--- config.mk ---
export PLATFORM = sky130hd
export DESIGN_NAME = pwb_page_writer
export DESIGN_NICKNAME = d
export VERILOG_FILES = /design/src/rtl/pwb_pkg.sv /design/src/rtl/pwb_page_store.sv /design/src/rtl/pwb_cycle_timer.sv /design/src/rtl/pwb_wel_latch.sv /design/src/rtl/pwb_page_writer.sv
export SDC_FILE = /design/constraint.sdc
export NUM_CORES = 2
export LEC_CHECK = 0
export ABC_AREA = 1
export ABC_CLOCK_PERIOD_IN_PS = 4100
export BUFFER_PORTS_ARGS = -buffer_cell sky130_fd_sc_hd__buf_2
export CAP_MARGIN = 0
export CORE_ASPECT_RATIO = 0.9
export CORE_MARGIN = 1
export CORE_UTILIZATION = 45
export CTS_BUF_LIST = sky130_fd_sc_hd__clkbuf_4
export DETAILED_ROUTE_END_ITERATION = 16
export GPL_TIMING_DRIVEN = 1
export HOLD_SLACK_MARGIN = 0.08
export PLACE_DENSITY = 0.63
export SLEW_MARGIN = 20
export SYNTH_ARGS = -nofsm -noshare
export SYNTH_HDL_FRONTEND = slang
export SYNTH_SLANG_ARGS = --single-unit
export TNS_END_PERCENT = 50
--- constraint.sdc ---
create_clock -name clk -period 4.1 [get_ports clk]
set_input_delay 1.23 -clock clk [delete_from_list [all_inputs] [get_ports clk]]
set_output_delay 1.23 -clock clk [all_outputs]
set_load 0.05 [all_outputs]
--- src/rtl/pwb_pkg.sv ---
package pwb_pkg;
    typedef enum logic [1:0] {
        SEQ_IDLE    = 2'd0,
        SEQ_COLLECT = 2'd1,
        SEQ_COMMIT  = 2'd2,
        SEQ_SETTLE  = 2'd3
    } seq_state_t;
endpackage

--- src/rtl/pwb_page_store.sv ---
// One-page holding buffer: a data byte and a received flag per offset.
module pwb_page_store #(
    parameter  int unsigned PAGE_BYTES = 256,
    localparam int unsigned OFS_W      = $clog2(PAGE_BYTES)
) (
    input  logic             clk,
    input  logic             rst_n,
    input  logic             clr,
    input  logic             wr_en,
    input  logic [OFS_W-1:0] wr_ofs,
    input  logic [7:0]       wr_data,
    input  logic [OFS_W-1:0] rd_ofs,
    output logic [7:0]       rd_data,
    output logic             rd_valid,
    output logic             any_valid
);
    logic [7:0]            data_q [PAGE_BYTES];
    logic [PAGE_BYTES-1:0] vld_q;

    always_ff @(posedge clk) begin
        if (wr_en) data_q[wr_ofs] <= wr_data;
    end

    always_ff @(posedge clk or negedge rst_n) begin
        if (!rst_n)     vld_q <= '0;
        else if (clr)   vld_q <= '0;
        else if (wr_en) vld_q[wr_ofs] <= 1'b1;
    end

    always_comb begin
        rd_data   = data_q[rd_ofs];
        rd_valid  = vld_q[rd_ofs];
        any_valid = |vld_q;
    end

    // a new command starts from an empty buffer
    p_clear_empties_r3: assert property (@(posedge clk) disable iff (!rst_n)
        clr |=> !any_valid);
endmodule

--- src/rtl/pwb_cycle_timer.sv ---
// Down-counter that measures the self-timed write cycle.
module pwb_cycle_timer #(
    parameter  int unsigned CYCLES = 2_000_000,
    localparam int unsigned CW     = $clog2(CYCLES + 1)
) (
    input  logic clk,
    input  logic rst_n,
    input  logic load,
    input  logic run,
    output logic expired
);
    logic [CW-1:0] cnt_q;

    always_ff @(posedge clk or negedge rst_n) begin
        if (!rst_n)                     cnt_q <= '0;
        else if (load)                  cnt_q <= CW'(CYCLES - 1);
        else if (run && cnt_q != '0)    cnt_q <= cnt_q - 1'b1;
    end

    assign expired = (cnt_q == '0);

    // a freshly loaded timer is never already expired
    p_load_not_expired_r5: assert property (@(posedge clk) disable iff (!rst_n)
        load |=> !expired);
endmodule

--- src/rtl/pwb_wel_latch.sv ---
// Write-enable latch: host set/clear, frozen while busy, cleared when a cycle ends.
module pwb_wel_latch (
    input  logic clk,
    input  logic rst_n,
    input  logic set_req,
    input  logic clr_req,
    input  logic freeze,
    input  logic done,
    output logic wel
);
    always_ff @(posedge clk or negedge rst_n) begin
        if (!rst_n)       wel <= 1'b0;
        else if (done)    wel <= 1'b0;
        else if (freeze)  wel <= wel;
        else if (clr_req) wel <= 1'b0;
        else if (set_req) wel <= 1'b1;
    end

    // completion clears the latch
    p_done_clears_r7: assert property (@(posedge clk) disable iff (!rst_n)
        done |=> !wel);
endmodule

--- src/rtl/pwb_page_writer.sv ---
// Collects one page of write data and commits it as a self-timed cycle.
module pwb_page_writer
    import pwb_pkg::*;
#(
    parameter  int unsigned PAGE_BYTES = 256,
    parameter  int unsigned PAGES      = 1024,
    parameter  int unsigned TWR_CYCLES = 2_000_000,
    localparam int unsigned OFS_W      = $clog2(PAGE_BYTES),
    localparam int unsigned ADDR_W     = $clog2(PAGES * PAGE_BYTES),
    localparam int unsigned PG_W       = ADDR_W - OFS_W
) (
    input  logic              clk,
    input  logic              rst_n,
    input  logic              wren_req,
    input  logic              wrdi_req,
    input  logic              cmd_start,
    input  logic [ADDR_W-1:0] cmd_addr,
    input  logic              byte_valid,
    input  logic [7:0]        byte_data,
    input  logic              cmd_end,
    input  logic              inhibit,
    output logic              busy,
    output logic              wel,
    output logic              mem_we,
    output logic [ADDR_W-1:0] mem_addr,
    output logic [7:0]        mem_wdata
);
    localparam logic [OFS_W-1:0] LAST_OFS = OFS_W'(PAGE_BYTES - 1);

    initial begin
        if (TWR_CYCLES <= PAGE_BYTES)
            $error("TWR_CYCLES must exceed PAGE_BYTES");
        if ((1 << OFS_W) != PAGE_BYTES)
            $error("PAGE_BYTES must be a power of two");
    end

    seq_state_t       state_q, state_d;
    logic [PG_W-1:0]  page_q;
    logic [OFS_W-1:0] ofs_q;
    logic [OFS_W-1:0] scan_q;

    logic accept, store_clr, store_wr, tmr_load, wel_done;
    logic rd_valid, any_valid, expired;
    logic [7:0] rd_data;

    assign accept = (state_q == SEQ_IDLE) && cmd_start && wel;

    // next-state logic
    always_comb begin
        state_d = state_q;
        unique case (state_q)
            SEQ_IDLE:    if (accept) state_d = SEQ_COLLECT;
            SEQ_COLLECT: if (cmd_end)
                             state_d = (inhibit || !any_valid) ? SEQ_IDLE : SEQ_COMMIT;
            SEQ_COMMIT:  if (scan_q == LAST_OFS) state_d = SEQ_SETTLE;
            SEQ_SETTLE:  if (expired) state_d = SEQ_IDLE;
            default:     state_d = SEQ_IDLE;
        endcase
    end

    // state register
    always_ff @(posedge clk or negedge rst_n) begin
        if (!rst_n) state_q <= SEQ_IDLE;
        else        state_q <= state_d;
    end

    // page, fill offset and commit scan registers
    always_ff @(posedge clk or negedge rst_n) begin
        if (!rst_n) begin
            page_q <= '0;
            ofs_q  <= '0;
            scan_q <= '0;
        end else begin
            if (accept) begin
                page_q <= cmd_addr[ADDR_W-1:OFS_W];
                ofs_q  <= cmd_addr[OFS_W-1:0];
            end else if (store_wr) begin
                ofs_q  <= ofs_q + 1'b1;
            end
            if (state_q == SEQ_COMMIT) scan_q <= scan_q + 1'b1;
            else                       scan_q <= '0;
        end
    end

    // outputs
    always_comb begin
        busy      = (state_q == SEQ_COMMIT) || (state_q == SEQ_SETTLE);
        store_clr = accept;
        store_wr  = (state_q == SEQ_COLLECT) && byte_valid && !cmd_end;
        tmr_load  = (state_q == SEQ_COLLECT) && cmd_end && !inhibit && any_valid;
        wel_done  = (state_q == SEQ_SETTLE) && expired;
        mem_we    = (state_q == SEQ_COMMIT) && rd_valid;
        mem_addr  = {page_q, scan_q};
        mem_wdata = rd_data;
    end

    pwb_page_store #(.PAGE_BYTES(PAGE_BYTES)) u_store (
        .clk       (clk),
        .rst_n     (rst_n),
        .clr       (store_clr),
        .wr_en     (store_wr),
        .wr_ofs    (ofs_q),
        .wr_data   (byte_data),
        .rd_ofs    (scan_q),
        .rd_data   (rd_data),
        .rd_valid  (rd_valid),
        .any_valid (any_valid)
    );

    pwb_cycle_timer #(.CYCLES(TWR_CYCLES)) u_timer (
        .clk     (clk),
        .rst_n   (rst_n),
        .load    (tmr_load),
        .run     (busy),
        .expired (expired)
    );

    pwb_wel_latch u_wel (
        .clk     (clk),
        .rst_n   (rst_n),
        .set_req (wren_req),
        .clr_req (wrdi_req),
        .freeze  (busy),
        .done    (wel_done),
        .wel     (wel)
    );

    // the array is written only inside a busy period
    p_we_needs_busy_r4: assert property (@(posedge clk) disable iff (!rst_n)
        mem_we |-> busy);

    // a busy period begins only after a command end
    p_busy_from_end_r5: assert property (@(posedge clk) disable iff (!rst_n)
        $rose(busy) |-> $past(cmd_end));

    // the latch cannot change during a busy period
    p_wel_frozen_r6: assert property (@(posedge clk) disable iff (!rst_n)
        (busy && $past(busy)) |-> $stable(wel));

    // the latch is clear once the cycle is over
    p_fall_clears_r7: assert property (@(posedge clk) disable iff (!rst_n)
        $fell(busy) |-> !wel);

    // the target page does not move during a commit
    p_page_steady_r3: assert property (@(posedge clk) disable iff (!rst_n)
        (state_q == SEQ_COMMIT && $past(state_q == SEQ_COMMIT)) |-> $stable(page_q));
endmodule

==> flow_metrics.py <==
metrics = {
    "outcome": {
        "status": "finished with violations",
        "violations": "negative setup slack",
    },
    "placed_design": {
        "dp_worst_setup_slack_ns": -0.3674,
        "dpl.hpwl_um": 183000,
        "dp_cells": 11440,
        "numPortBuffers": 62,
        "gp_congestion": 0.9134,
    },
    "yosys": {
        "yosysSeqAreaShare": 0.7130,
        "yosys.area_share.simple": 0.1411,
        "syn_area_per_cell_um2": 11.57,
        "ys.flop_type": "edfxtp_1",
        "synth-compound-area-share": 0.1095,
        "synth_xor_area_frac": 0.001806,
        "synth-seq-cells": 2354,
        "async_flop_share": 0.1300,
        "synth_top_family_by_area": "simple AND/OR/NAND/NOR gates",
        "yosys.area_share.adder": 0.0009029,
        "ys_types": 33,
        "syn_area_um2": 97000,
        "syn_nets": 8426,
        "syn_inst": 8385,
        "synth_edf_count": 2048,
        "synth-warning-count": 0,
        "synth.area.mux_share": 0,
    },
    "global_route": {
        "globalRouteTotalUtil": 0.2775,
        "grt_max_degree": 158,
        "antenna_found_initial": 13,
        "grt_pass1_vias": 69890,
        "grt_overflow": 0,
        "grt_first_pass_wirelength_um": 450600,
    },
    "setup_path": {
        "rrSetupSlack_ns": 0.56,
        "r2r_end": "u_timer.cnt_q[5]",
        "end_kind": "output port",
        "r2r-start": "u_store.vld_q[236]",
        "arrival_ns": 4.29,
        "cp_max_fo": 13,
        "worstSetupPathType": "reg -> out",
        "required_ns": 2.87,
        "cp-start-kind": "flop",
        "ff2ff_path_depth": 12,
    },
    "power_and_ir_drop": {
        "ir_drop_mv": 0.2962,
        "power_density_nw_per_um2": 409.6,
        "static-leakage-power_nw": 43.14,
    },
    "sta": {
        "max_slew_margin": 0.07176,
        "setup_tns_ns": -12.49,
        "grt_setup_unrepaired": "yes",
        "fmax_mhz": 181.3,
        "post-route-period-util": 1.346,
        "layout_setup_ws_ns": -1.417,
        "clock-skew-final_ns": 0.1062,
        "slew_violations": 0,
        "hold_ws_ns": 0.2122,
        "finalHoldViolations": 0,
        "worst_pin_slew_ns": 1.392,
        "period_needed_ns": 5.517,
        "setup_viol": 9,
    },
    "clocking": {
        "clockRootBuffer": "clkbuf_4",
        "clkLatencyLatePin_ns": 1.44,
        "htreeDepth": 6,
        "cts.sinks": 2354,
        "cts_buffers": 618,
        "cts_tree": "done",
        "path_clk_slew_ns": 0.06,
        "cts_buffer_depth": 4,
    },
    "floorplan": {
        "die-width_um": 491.4,
        "dieArea_um2": 217400,
        "fp.dieH_um": 442.5,
        "rows": 161,
        "initial_utilization": 0.4530,
        "ioPinCount": 63,
        "fp.coreArea_um2": 214100,
    },
    "cells_and_area": {
        "fin_cells": 12640,
        "nNetsFinal": 9351,
        "mostFrequentLayoutCells": "edfxtp_1, nor2_1, nand2_1",
        "fin_util": 0.5455,
        "drive_gt1_frac": 0.2151,
        "area_growth_pct": 20.42,
        "final_common_cell": "edfxtp_1",
    },
    "worst_hold_path": {
        "hold_depth": 3,
        "holdPathEnd": "ofs_q[2]",
        "min_path_type": "in -> reg",
        "hold_path.startpoint": "cmd_addr[2]",
    },
    "routing": {
        "firstDrtPassIters": 6,
        "avgRoutedWirePerCell_um": 24.29,
        "route.detailed.drc": 0,
        "antenna_left": 0,
        "drt_wl_total_um": 307000,
        "drtIter0Drc": 9533,
        "vias_per_cell": 5.749,
        "vias": 72650,
    },
    "run": {
        "max_cap_violations": 0,
    },
}
[worst max-delay path, cell delays in order (launching register included)]
cell and delay (ns):
dfrtp_4 0.54, buf_12 0.16, buf_12 0.14, inv_16 0.10, buf_12 0.17, buf_16 0.15, nor2_1 0.04, o211ai_1 0.31
nand3_1 0.20, nand2_1 0.13, nand2_1 0.07, nand2_2 0.10, nor2_4 0.04, nand2_4 0.11, nand3_2 0.11, nand2_4 0.14
buf_12 0.13, buf_12 0.13
[per-layer routing]
layer,GRT usage,vias up,part of all wire
met5,0,-,0
met2,0.4160,4211,0.45
li1,-,32170,-
met1,0.3880,35620,0.40
met4,0.1224,0,0.041
met3,0.06159,648,0.11
[cell families after synthesis]
group / Yosys count
AOI/OAI and AO/OA: 1834
xor gates and xnor gates: 20
adders and majority gates: 7
buffers and inverters: 771
DFF: 2354
and+or+nand+nor: 3399
[flip-flops by register name, summed over array words and instances, names as in the netlist, named ones only]
name / cells
page_q: 10
u_store.data_q: 2048
u_wel.wel: 1
u_timer.cnt_q: 21
ofs_q: 8
u_store.vld_q: 256
state_q: 1
scan_q: 8
[where the power goes]
part | total, mW | switching, mW | internal, mW | leakage [nW]
combinational | 0.707 | 0.580 | 0.127 | 15.8
sequential | 26.1 | 0.0212 | 26.1 | 22.5
clock | 21.1 | 9.69 | 11.4 | 4.82
total | 47.8 | 10.3 | 37.6 | 43.1
[worst max-delay path by stage]
stage                    from            to  depth (start not counted)  slack (ns)
floorplan           scan_q[0]        mem_we                         14        0.10
global route        scan_q[0]  mem_wdata[1]                         17       -1.53
global placement    scan_q[0]  mem_wdata[4]                         16       -0.37
finish              scan_q[0]  mem_wdata[1]                         17       -1.42
CTS                 scan_q[0]  mem_wdata[1]                         18       -1.42
detailed placement  scan_q[0]  mem_wdata[4]                         16       -0.37
[what timing repair did]
item	CTS	global route
pin swaps	93	59
hold endpoints to repair	75	0
setup endpoints to repair	12	10
buffers inserted	47	1
cloned	29	7
resized for setup	315	92
hold buffers	19	0
[Yosys cell counts (4+ instances only)]
| master | n | area [um^2] |
|---|---|---|
| clkinv_1 | 5 | 18.77 |
| xor2_1 | 16 | 140.1 |
| buf_6 | 7 | 78.83 |
| edfxtp_1 | 2048 | 61500 |
| nand3b_1 | 12 | 90.09 |
| o211ai_1 | 246 | 1847 |
| xnor2_1 | 4 | 35.03 |
| nor4_1 | 38 | 237.7 |
| ha_1 | 7 | 87.58 |
| buf_4 | 25 | 187.7 |
| o21a_1 | 219 | 1644 |
| nand3_1 | 504 | 2522 |
| a22oi_1 | 9 | 67.56 |
| buf_1 | 78 | 292.8 |
| inv_1 | 199 | 747.0 |
| nand2_1 | 1100 | 4129 |
| nor3_1 | 71 | 355.3 |
| nor2_1 | 1652 | 6201 |
| a21oi_1 | 222 | 1111 |
| o22ai_1 | 194 | 1214 |
| dfrtp_1 | 306 | 7657 |
| o21ai_1 | 99 | 495.5 |
| clkbuf_1 | 266 | 998.5 |
| buf_2 | 186 | 930.9 |
| inv_2 | 5 | 18.77 |
| o21ai_0 | 838 | 4194 |
| nand4_1 | 19 | 118.9 |
[per-stage QoR]
step	total power [mW]	cell area (um^2)
after detailed placement	27.28	105600
after global placement	27.26	105600
final	47.85	116800
after global routing	49.40	116800
after floorplan	26.67	97000
after CTS	48.11	116300
[area by class of cell]
type | instances | area (um^2)
clock inverter | 108 | 728.2
multi-input combinational | 5260 | 25690
timing repair buffer | 864 | 9440
sequential | 2354 | 69170
fill | 18040 | 97330
antenna | 18 | 45.04
inverter | 209 | 825.8
tap | 2852 | 3568
clock buffer | 969 | 7274
timing repair inverter | 3 | 56.30
Note: power is estimated with default switching activity, not from simulation.
